File: src/rtl/nsm_pkg.sv
package nsm_pkg;
    localparam int NIB_W       = 4;
    localparam int FRAME_W     = 16;
    localparam int RD_TX_BITS  = 8;
    localparam int RX_BITS     = 8;
    localparam int CNT_W       = $clog2(FRAME_W);

    // header layout: dont-care, read flag, address phase, data phase
    localparam logic [NIB_W-1:0] HDR_RD      = 4'b1110;
    localparam logic [NIB_W-1:0] HDR_WR_ADDR = 4'b1010;
    localparam logic [NIB_W-1:0] HDR_WR_DATA = 4'b1001;

    typedef enum logic [1:0] {
        ST_IDLE,
        ST_SHIFT,
        ST_TURN,
        ST_RECV
    } seq_st_e;

    function automatic logic [FRAME_W-1:0] build_frame(
        input logic             rd,
        input logic [NIB_W-1:0] a,
        input logic [NIB_W-1:0] d
    );
        if (rd)
            return {HDR_RD, a, {(FRAME_W-2*NIB_W){1'b0}}};
        else
            return {HDR_WR_ADDR, a, HDR_WR_DATA, d};
    endfunction
endpackage

File: src/rtl/nsm_clkdiv.sv
module nsm_clkdiv #(
    parameter int DIV_W = 8
) (
    input  logic             clk,
    input  logic             rst_n,
    input  logic             run,
    input  logic [DIV_W-1:0] div,
    output logic             half,
    output logic             slot_end
);
    typedef struct packed {
        logic [DIV_W-1:0] cnt;
        logic             half;
    } div_reg_t;

    div_reg_t div_q, div_d;

    always_comb begin
        div_d = div_q;
        if (!run) begin
            div_d.cnt  = '0;
            div_d.half = 1'b0;
        end else if (div_q.cnt == div) begin
            div_d.cnt  = '0;
            div_d.half = ~div_q.half;
        end else begin
            div_d.cnt  = div_q.cnt + 1'b1;
        end
    end

    always_ff @(posedge clk or negedge rst_n) begin
        if (!rst_n) div_q <= '0;
        else        div_q <= div_d;
    end

    assign half     = div_q.half;
    assign slot_end = run && div_q.half && (div_q.cnt == div);

    AST_CNT_IN_RANGE: assert property (@(posedge clk) disable iff (!rst_n)
        run |-> (div_q.cnt <= div));
endmodule

File: src/rtl/nsm_seq.sv
module nsm_seq import nsm_pkg::*; #(
    parameter int DIV_W = 8
) (
    input  logic             clk,
    input  logic             rst_n,
    input  logic             start,
    input  logic             rd_nwr,
    input  logic [NIB_W-1:0] addr,
    input  logic [NIB_W-1:0] wdata,
    input  logic [DIV_W-1:0] div_in,
    input  logic             sdi,
    input  logic             half,
    input  logic             slot_end,
    output logic             run_o,
    output logic [DIV_W-1:0] div_o,
    output logic             sclk_o,
    output logic             sdo_o,
    output logic             oe_o,
    output logic             done_o,
    output logic [NIB_W-1:0] rdata_o,
    output logic             busy_o
);
    localparam logic [CNT_W-1:0] LAST_RD_TX = CNT_W'(RD_TX_BITS - 1);
    localparam logic [CNT_W-1:0] LAST_WR_TX = CNT_W'(FRAME_W - 1);
    localparam logic [CNT_W-1:0] LAST_RX    = CNT_W'(RX_BITS - 1);

    typedef struct packed {
        seq_st_e          st;
        logic [FRAME_W-1:0] tx;
        logic [NIB_W-1:0] rx;
        logic [CNT_W-1:0] bcnt;
        logic             rd;
        logic [DIV_W-1:0] div;
        logic             done;
        logic [NIB_W-1:0] rdata;
    } seq_reg_t;

    seq_reg_t seq_q, seq_d;
    logic [CNT_W-1:0] last_tx;

    always_comb begin
        seq_d      = seq_q;
        seq_d.done = 1'b0;
        last_tx    = seq_q.rd ? LAST_RD_TX : LAST_WR_TX;
        unique case (seq_q.st)
            ST_IDLE: begin
                if (start) begin
                    seq_d.st   = ST_SHIFT;
                    seq_d.tx   = build_frame(rd_nwr, addr, wdata);
                    seq_d.rd   = rd_nwr;
                    seq_d.div  = div_in;
                    seq_d.bcnt = '0;
                end
            end
            ST_SHIFT: begin
                if (slot_end) begin
                    seq_d.tx   = {seq_q.tx[FRAME_W-2:0], 1'b0};
                    seq_d.bcnt = seq_q.bcnt + 1'b1;
                    if (seq_q.bcnt == last_tx) begin
                        seq_d.bcnt = '0;
                        if (seq_q.rd) begin
                            seq_d.st = ST_TURN;
                        end else begin
                            seq_d.st   = ST_IDLE;
                            seq_d.done = 1'b1;
                        end
                    end
                end
            end
            ST_TURN: begin
                if (slot_end) seq_d.st = ST_RECV;
            end
            ST_RECV: begin
                if (slot_end) begin
                    seq_d.rx   = {seq_q.rx[NIB_W-2:0], sdi};
                    seq_d.bcnt = seq_q.bcnt + 1'b1;
                    if (seq_q.bcnt == LAST_RX) begin
                        seq_d.st    = ST_IDLE;
                        seq_d.done  = 1'b1;
                        seq_d.rdata = {seq_q.rx[NIB_W-2:0], sdi};
                        seq_d.bcnt  = '0;
                    end
                end
            end
            default: seq_d.st = ST_IDLE;
        endcase
    end

    always_ff @(posedge clk or negedge rst_n) begin
        if (!rst_n) begin
            seq_q    <= '0;
            seq_q.st <= ST_IDLE;
        end else begin
            seq_q <= seq_d;
        end
    end

    assign run_o   = (seq_q.st != ST_IDLE);
    assign busy_o  = run_o;
    assign div_o   = seq_q.div;
    assign sclk_o  = (seq_q.st == ST_SHIFT || seq_q.st == ST_RECV) ? half : 1'b1;
    assign sdo_o   = (seq_q.st == ST_SHIFT) ? seq_q.tx[FRAME_W-1] : 1'b0;
    assign oe_o    = (seq_q.st == ST_SHIFT);
    assign done_o  = seq_q.done;
    assign rdata_o = seq_q.rdata;

    AST_DONE_ONE_CYCLE: assert property (@(posedge clk) disable iff (!rst_n)
        done_o |=> !done_o);
    AST_SDO_HOLD_HIGH: assert property (@(posedge clk) disable iff (!rst_n)
        (sclk_o && oe_o && $past(oe_o)) |-> $stable(sdo_o));
    AST_WR_OE_HELD: assert property (@(posedge clk) disable iff (!rst_n)
        (busy_o && !seq_q.rd) |-> oe_o);
    AST_TURN_QUIET: assert property (@(posedge clk) disable iff (!rst_n)
        (seq_q.st == ST_TURN) |-> (sclk_o && !oe_o));
    AST_RECV_RELEASED: assert property (@(posedge clk) disable iff (!rst_n)
        (seq_q.st == ST_RECV) |-> !oe_o);
endmodule

File: src/rtl/nib_serial_master.sv
module nib_serial_master import nsm_pkg::*; #(
    parameter int DIV_W = 8
) (
    input  logic             clk,
    input  logic             rst_n,
    input  logic [DIV_W-1:0] clk_div,
    input  logic             en_req,
    input  logic             req,
    input  logic             rd_nwr,
    input  logic [3:0]       addr,
    input  logic [3:0]       wdata,
    output logic             ready,
    output logic [3:0]       rdata,
    output logic             done,
    output logic             err,
    output logic             ce,
    output logic             sclk,
    output logic             sdo,
    output logic             sdo_oe,
    input  logic             sdi
);
    typedef struct packed {
        logic ce;
        logic err;
    } top_reg_t;

    top_reg_t         top_q, top_d;
    logic             busy, start, run, half, slot_end;
    logic [DIV_W-1:0] div_lat;

    always_comb begin
        top_d     = top_q;
        top_d.ce  = en_req;
        top_d.err = req && !busy && !top_q.ce;
        start     = req && !busy && top_q.ce;
    end

    always_ff @(posedge clk or negedge rst_n) begin
        if (!rst_n) top_q <= '0;
        else        top_q <= top_d;
    end

    nsm_clkdiv #(.DIV_W(DIV_W)) u_div (
        .clk      (clk),
        .rst_n    (rst_n),
        .run      (run),
        .div      (div_lat),
        .half     (half),
        .slot_end (slot_end)
    );

    nsm_seq #(.DIV_W(DIV_W)) u_seq (
        .clk      (clk),
        .rst_n    (rst_n),
        .start    (start),
        .rd_nwr   (rd_nwr),
        .addr     (addr),
        .wdata    (wdata),
        .div_in   (clk_div),
        .sdi      (sdi),
        .half     (half),
        .slot_end (slot_end),
        .run_o    (run),
        .div_o    (div_lat),
        .sclk_o   (sclk),
        .sdo_o    (sdo),
        .oe_o     (sdo_oe),
        .done_o   (done),
        .rdata_o  (rdata),
        .busy_o   (busy)
    );

    assign ready = !busy;
    assign ce    = top_q.ce;
    assign err   = top_q.err;

    AST_ERR_WHILE_IDLE: assert property (@(posedge clk) disable iff (!rst_n)
        err |-> ready);
    AST_START_NEEDS_CE: assert property (@(posedge clk) disable iff (!rst_n)
        $rose(busy) |-> $past(ce));
    AST_CE_FOLLOWS: assert property (@(posedge clk) disable iff (!rst_n)
        $past(rst_n) |-> (ce == $past(en_req)));
    AST_IDLE_SCLK_HIGH: assert property (@(posedge clk) disable iff (!rst_n)
        ready |-> (sclk && !sdo_oe));
endmodule

File: config.mk
export PLATFORM = sky130hd
export DESIGN_NAME = nib_serial_master
export DESIGN_NICKNAME = d
export VERILOG_FILES = /design/src/rtl/nsm_pkg.sv /design/src/rtl/nsm_clkdiv.sv /design/src/rtl/nsm_seq.sv /design/src/rtl/nib_serial_master.sv
export SDC_FILE = /design/constraint.sdc
export NUM_CORES = 1
export LEC_CHECK = 0
export BUFFER_PORTS_ARGS = -buffer_cell sky130_fd_sc_hd__buf_2
export CORE_MARGIN = 2
export CORE_UTILIZATION = 25
export CTS_BUF_LIST = sky130_fd_sc_hd__clkbuf_2 sky130_fd_sc_hd__clkbuf_4 sky130_fd_sc_hd__clkbuf_8
export DETAILED_ROUTE_END_ITERATION = 10
export PLACE_DENSITY_LB_ADDON = 0.3
export SLEW_MARGIN = 10
export SYNTH_ARGS = -nofsm -noshare
export SYNTH_HDL_FRONTEND = slang
export SYNTH_SLANG_ARGS = --single-unit
File: constraint.sdc
create_clock -name clk -period 3.4 [get_ports clk]
set_clock_uncertainty 0.1 [all_clocks]
set_input_delay 0.34 -clock clk [delete_from_list [all_inputs] [get_ports clk]]
set_output_delay 0.34 -clock clk [all_outputs]
set_load 0.005 [all_outputs]
==> results_dict.tcl <==
set metrics [dict create \
    syn_area_um2 2343 \
    period_share_pct 62.52 \
    status "finished clean" \
    cts.sinks 50 \
    wl_um 4687 \
    ys_ff_latch 50 \
    gp_congestion 0.7293 \
    track_usage_pct 10.06 \
    p_leak_nw 1.242 \
    drtIter0Drc 50 \
    ys_types 40 \
    power_frac_comb_pct 22.6 \
    period_minus_slack_ps 2126 \
    slew_violations 0 \
    ioPinCount 33 \
    cap_violations 0 \
    clock_path_buffers 2 \
    dieArea_um2 10160 \
    synth_nets 248 \
    p_seq_share_pct 51.2 \
    cp.required_ps 3490 \
    worst_pin_slew_ps 887.3 \
    whs_ps 45.54 \
    p_int_mw 1.140 \
    clkLatencyLatePin_ps 290 \
    seq_area_frac_synth_pct 53.39 \
    grt_max_degree 40 \
    ir_worst_vdd_uv 191.8 \
    die_h_um 100.8 \
    fill_cells 954 \
    drive_gt1_share_pct 25.10 \
    diodes 0 \
    tns_ps 0 \
    rsz0062_at_grt "no" \
    synth_edf_count 0 \
    clock.fmax_mhz 470.5 \
    max-slew-margin-rel_pct 40.84 \
    report.final.setup_viol 0 \
    routed_via_density 4.506 \
    cts.hold.buffers_added 0 \
    synth_warnings 0 \
    power_mw 1.634 \
    startpoint_type "flop" \
    postSynthAreaPerCell_um2 10.46 \
    p_sw_mw 0.4936 \
    hp-class "in2reg" \
    routedWlPerCell_um 12.95 \
    regToRegSetupSlack_ps 1270 \
    crit_start "u_seq.div_o[7]$_DFFE_PN0P_" \
    synthCells 224 \
    numCtsBuffers 5 \
    first_pass_iters 4 \
    hold_violations 0 \
    drc_errors 0 \
    grt_pass1_vias 1611 \
    ctsResizeCount 0 \
    worstPathArrival_ps 2210 \
    initial_core_util_pct 25.60 \
    p_per_area_nw_per_um2 608.5 \
    rows 35 \
    fin_nets 275 \
    htree_levels 2 \
    hp-start "en_req" \
    p_clk_share_pct 26.2 \
    path_clk_slew_ps 90 \
    switching_share_pct 30.21 \
    syn_to_final_growth_pct 14.58 \
    end_kind "flop" \
    grt_pass1_wl_um 8155 \
    crit_path_max_fanout 11 \
    grt-ovfl-total 0 \
    cts-root-buf "clkbuf_8" \
    antenna_found_initial 0 \
    path_class "reg2reg" \
    fp.coreArea_um2 9153 \
    dpl.hpwl_um 3277 \
    cts_setup_buffers 0 \
    worstReg2RegStart "u_seq.div_o[7]$_DFFE_PN0P_" \
    async_reset_ff_share_pct 100.0 \
    postRouteAntennaNets 0 \
    io_buffer_count 32 \
    cts_tree "yes" \
    chipWidth_um 100.8 \
    vias 1631 \
    synthFlopType "dfrtp_1" \
]
[synth_stat cells, types with 2 or more instances]
library cell | instances | area, µm²
buf_4 | 4 | 30.03
ha_1 | 2 | 25.02
nand4_1 | 3 | 18.77
o221a_2 | 5 | 56.30
buf_2 | 2 | 10.01
o21a_1 | 6 | 45.04
o22a_1 | 5 | 43.79
xnor2_1 | 10 | 87.58
nor2_1 | 17 | 63.81
and3_1 | 3 | 18.77
dfrtp_1 | 50 | 1251
or3_2 | 2 | 15.01
nand3_1 | 13 | 65.06
clkbuf_1 | 7 | 26.28
buf_6 | 3 | 33.78
o31ai_1 | 3 | 22.52
inv_1 | 10 | 37.54
nand2_1 | 33 | 123.9
a21oi_1 | 4 | 20.02
mux2_2 | 7 | 78.83
xor2_1 | 5 | 43.79
nor3_1 | 4 | 20.02
o21ai_0 | 9 | 45.04
[path summary, 6_finish.rpt]
| kind | to | cells after the start |
|---|---|---|
| setup / recovery | u_seq.rdata_o[0]$_DFFE_PN0P_ | 5 |
| hold / removal | ce$_DFF_PN0_ | 1 |
| setup reg to reg | u_seq.rdata_o[0]$_DFFE_PN0P_ | 5 |
| hold reg to reg | u_seq.seq_q[36]$_DFFE_PN0P_ | 1 |
| max in group asynchronous | u_seq.seq_q[35]$_DFFE_PN0P_ | 2 |
| min in group asynchronous | u_seq.rdata_o[1]$_DFFE_PN0P_ | 1 |
[cells in the final DEF, fill, tap and decap left out, drive strengths merged, types with 2 or more instances in the layout]
cell and count:
dfrtp 50, buf 36, nand2 33, nor2 17, nand3 13, xnor2 10
inv 10, o21ai 10, mux2 7, o21a 6, clkbuf 6, xor2 5
o22a 5, o221a 5, nor3 4, a21oi 4, nand4 4, and3 4
o31ai 3, or3 2, ha 2, and2 2
[critical path, cell delays in order, from the launching register on]
cell,delay (ps)
dfrtp_1,410
xnor2_1,210
and3_1,340
nand4_4,220
nor4b_4,370
mux2_2,370
[sequential cells by signal, indices dropped and copies added (netlist names), named ones only]
register	count
u_div.half	1
err	1
u_seq.done_o	1
u_seq.rdata_o	4
ce	1
u_seq.seq_q	25
u_seq.div_o	8
u_div.div_q	8
[layer usage]
metal / vias up / routed length (µm) / global-route usage [%]
li1: 823 / - / -
met1: 774 / 2374 / 14.40
met2: 30 / 2059 / 14.97
met3: 4 / 212 / 2.843
met4: 0 / 40 / 2.529
met5: - / 0 / 0
[through the flow]
step	area [µm²]	instances	util, %	setup WS, ps
global placement	2572	355	28.11	1328
finish	2685	362	29.34	1274
floorplan	2344	224	-	1541
detailed placement	2572	355	28.11	1264
global route	2685	362	29.34	1152
CTS	2685	362	29.34	1250
[logic make-up after synthesis]
family | synth area share [%]
AND/OR/NAND/NOR | 18.74
flip-flops | 53.39
AO/OA/AOI/OAI | 11.53
buffers and inverters | 5.873
XOR/XNOR | 5.606
multiplexers | 3.791
adder cells (fa/ha/maj) | 1.068
[layout make-up]
class                           instances  area [µm²]  share of cell area, %
Clock buffer                            6       82.58                  3.075
Timing Repair Buffer                   36       190.2                  7.083
Tap cell                              111       138.9                  5.172
Clock inverter                          1       30.03                  1.118
Inverter                               10       37.54                  1.398
Multi-Input combinational cell        148       954.7                  35.55
Sequential cell                        50        1251                  46.60
[power by group through the flow]
stage	Combinational, mW	Sequential, mW	Clock (mW)
after floorplan	0.308	0.807	0
final	0.370	0.836	0.428
after global routing	0.423	0.857	0.472
after CTS	0.378	0.836	0.447
after global placement	0.370	0.844	0
after detailed placement	0.377	0.848	0
(Power assumes the default switching activity.)
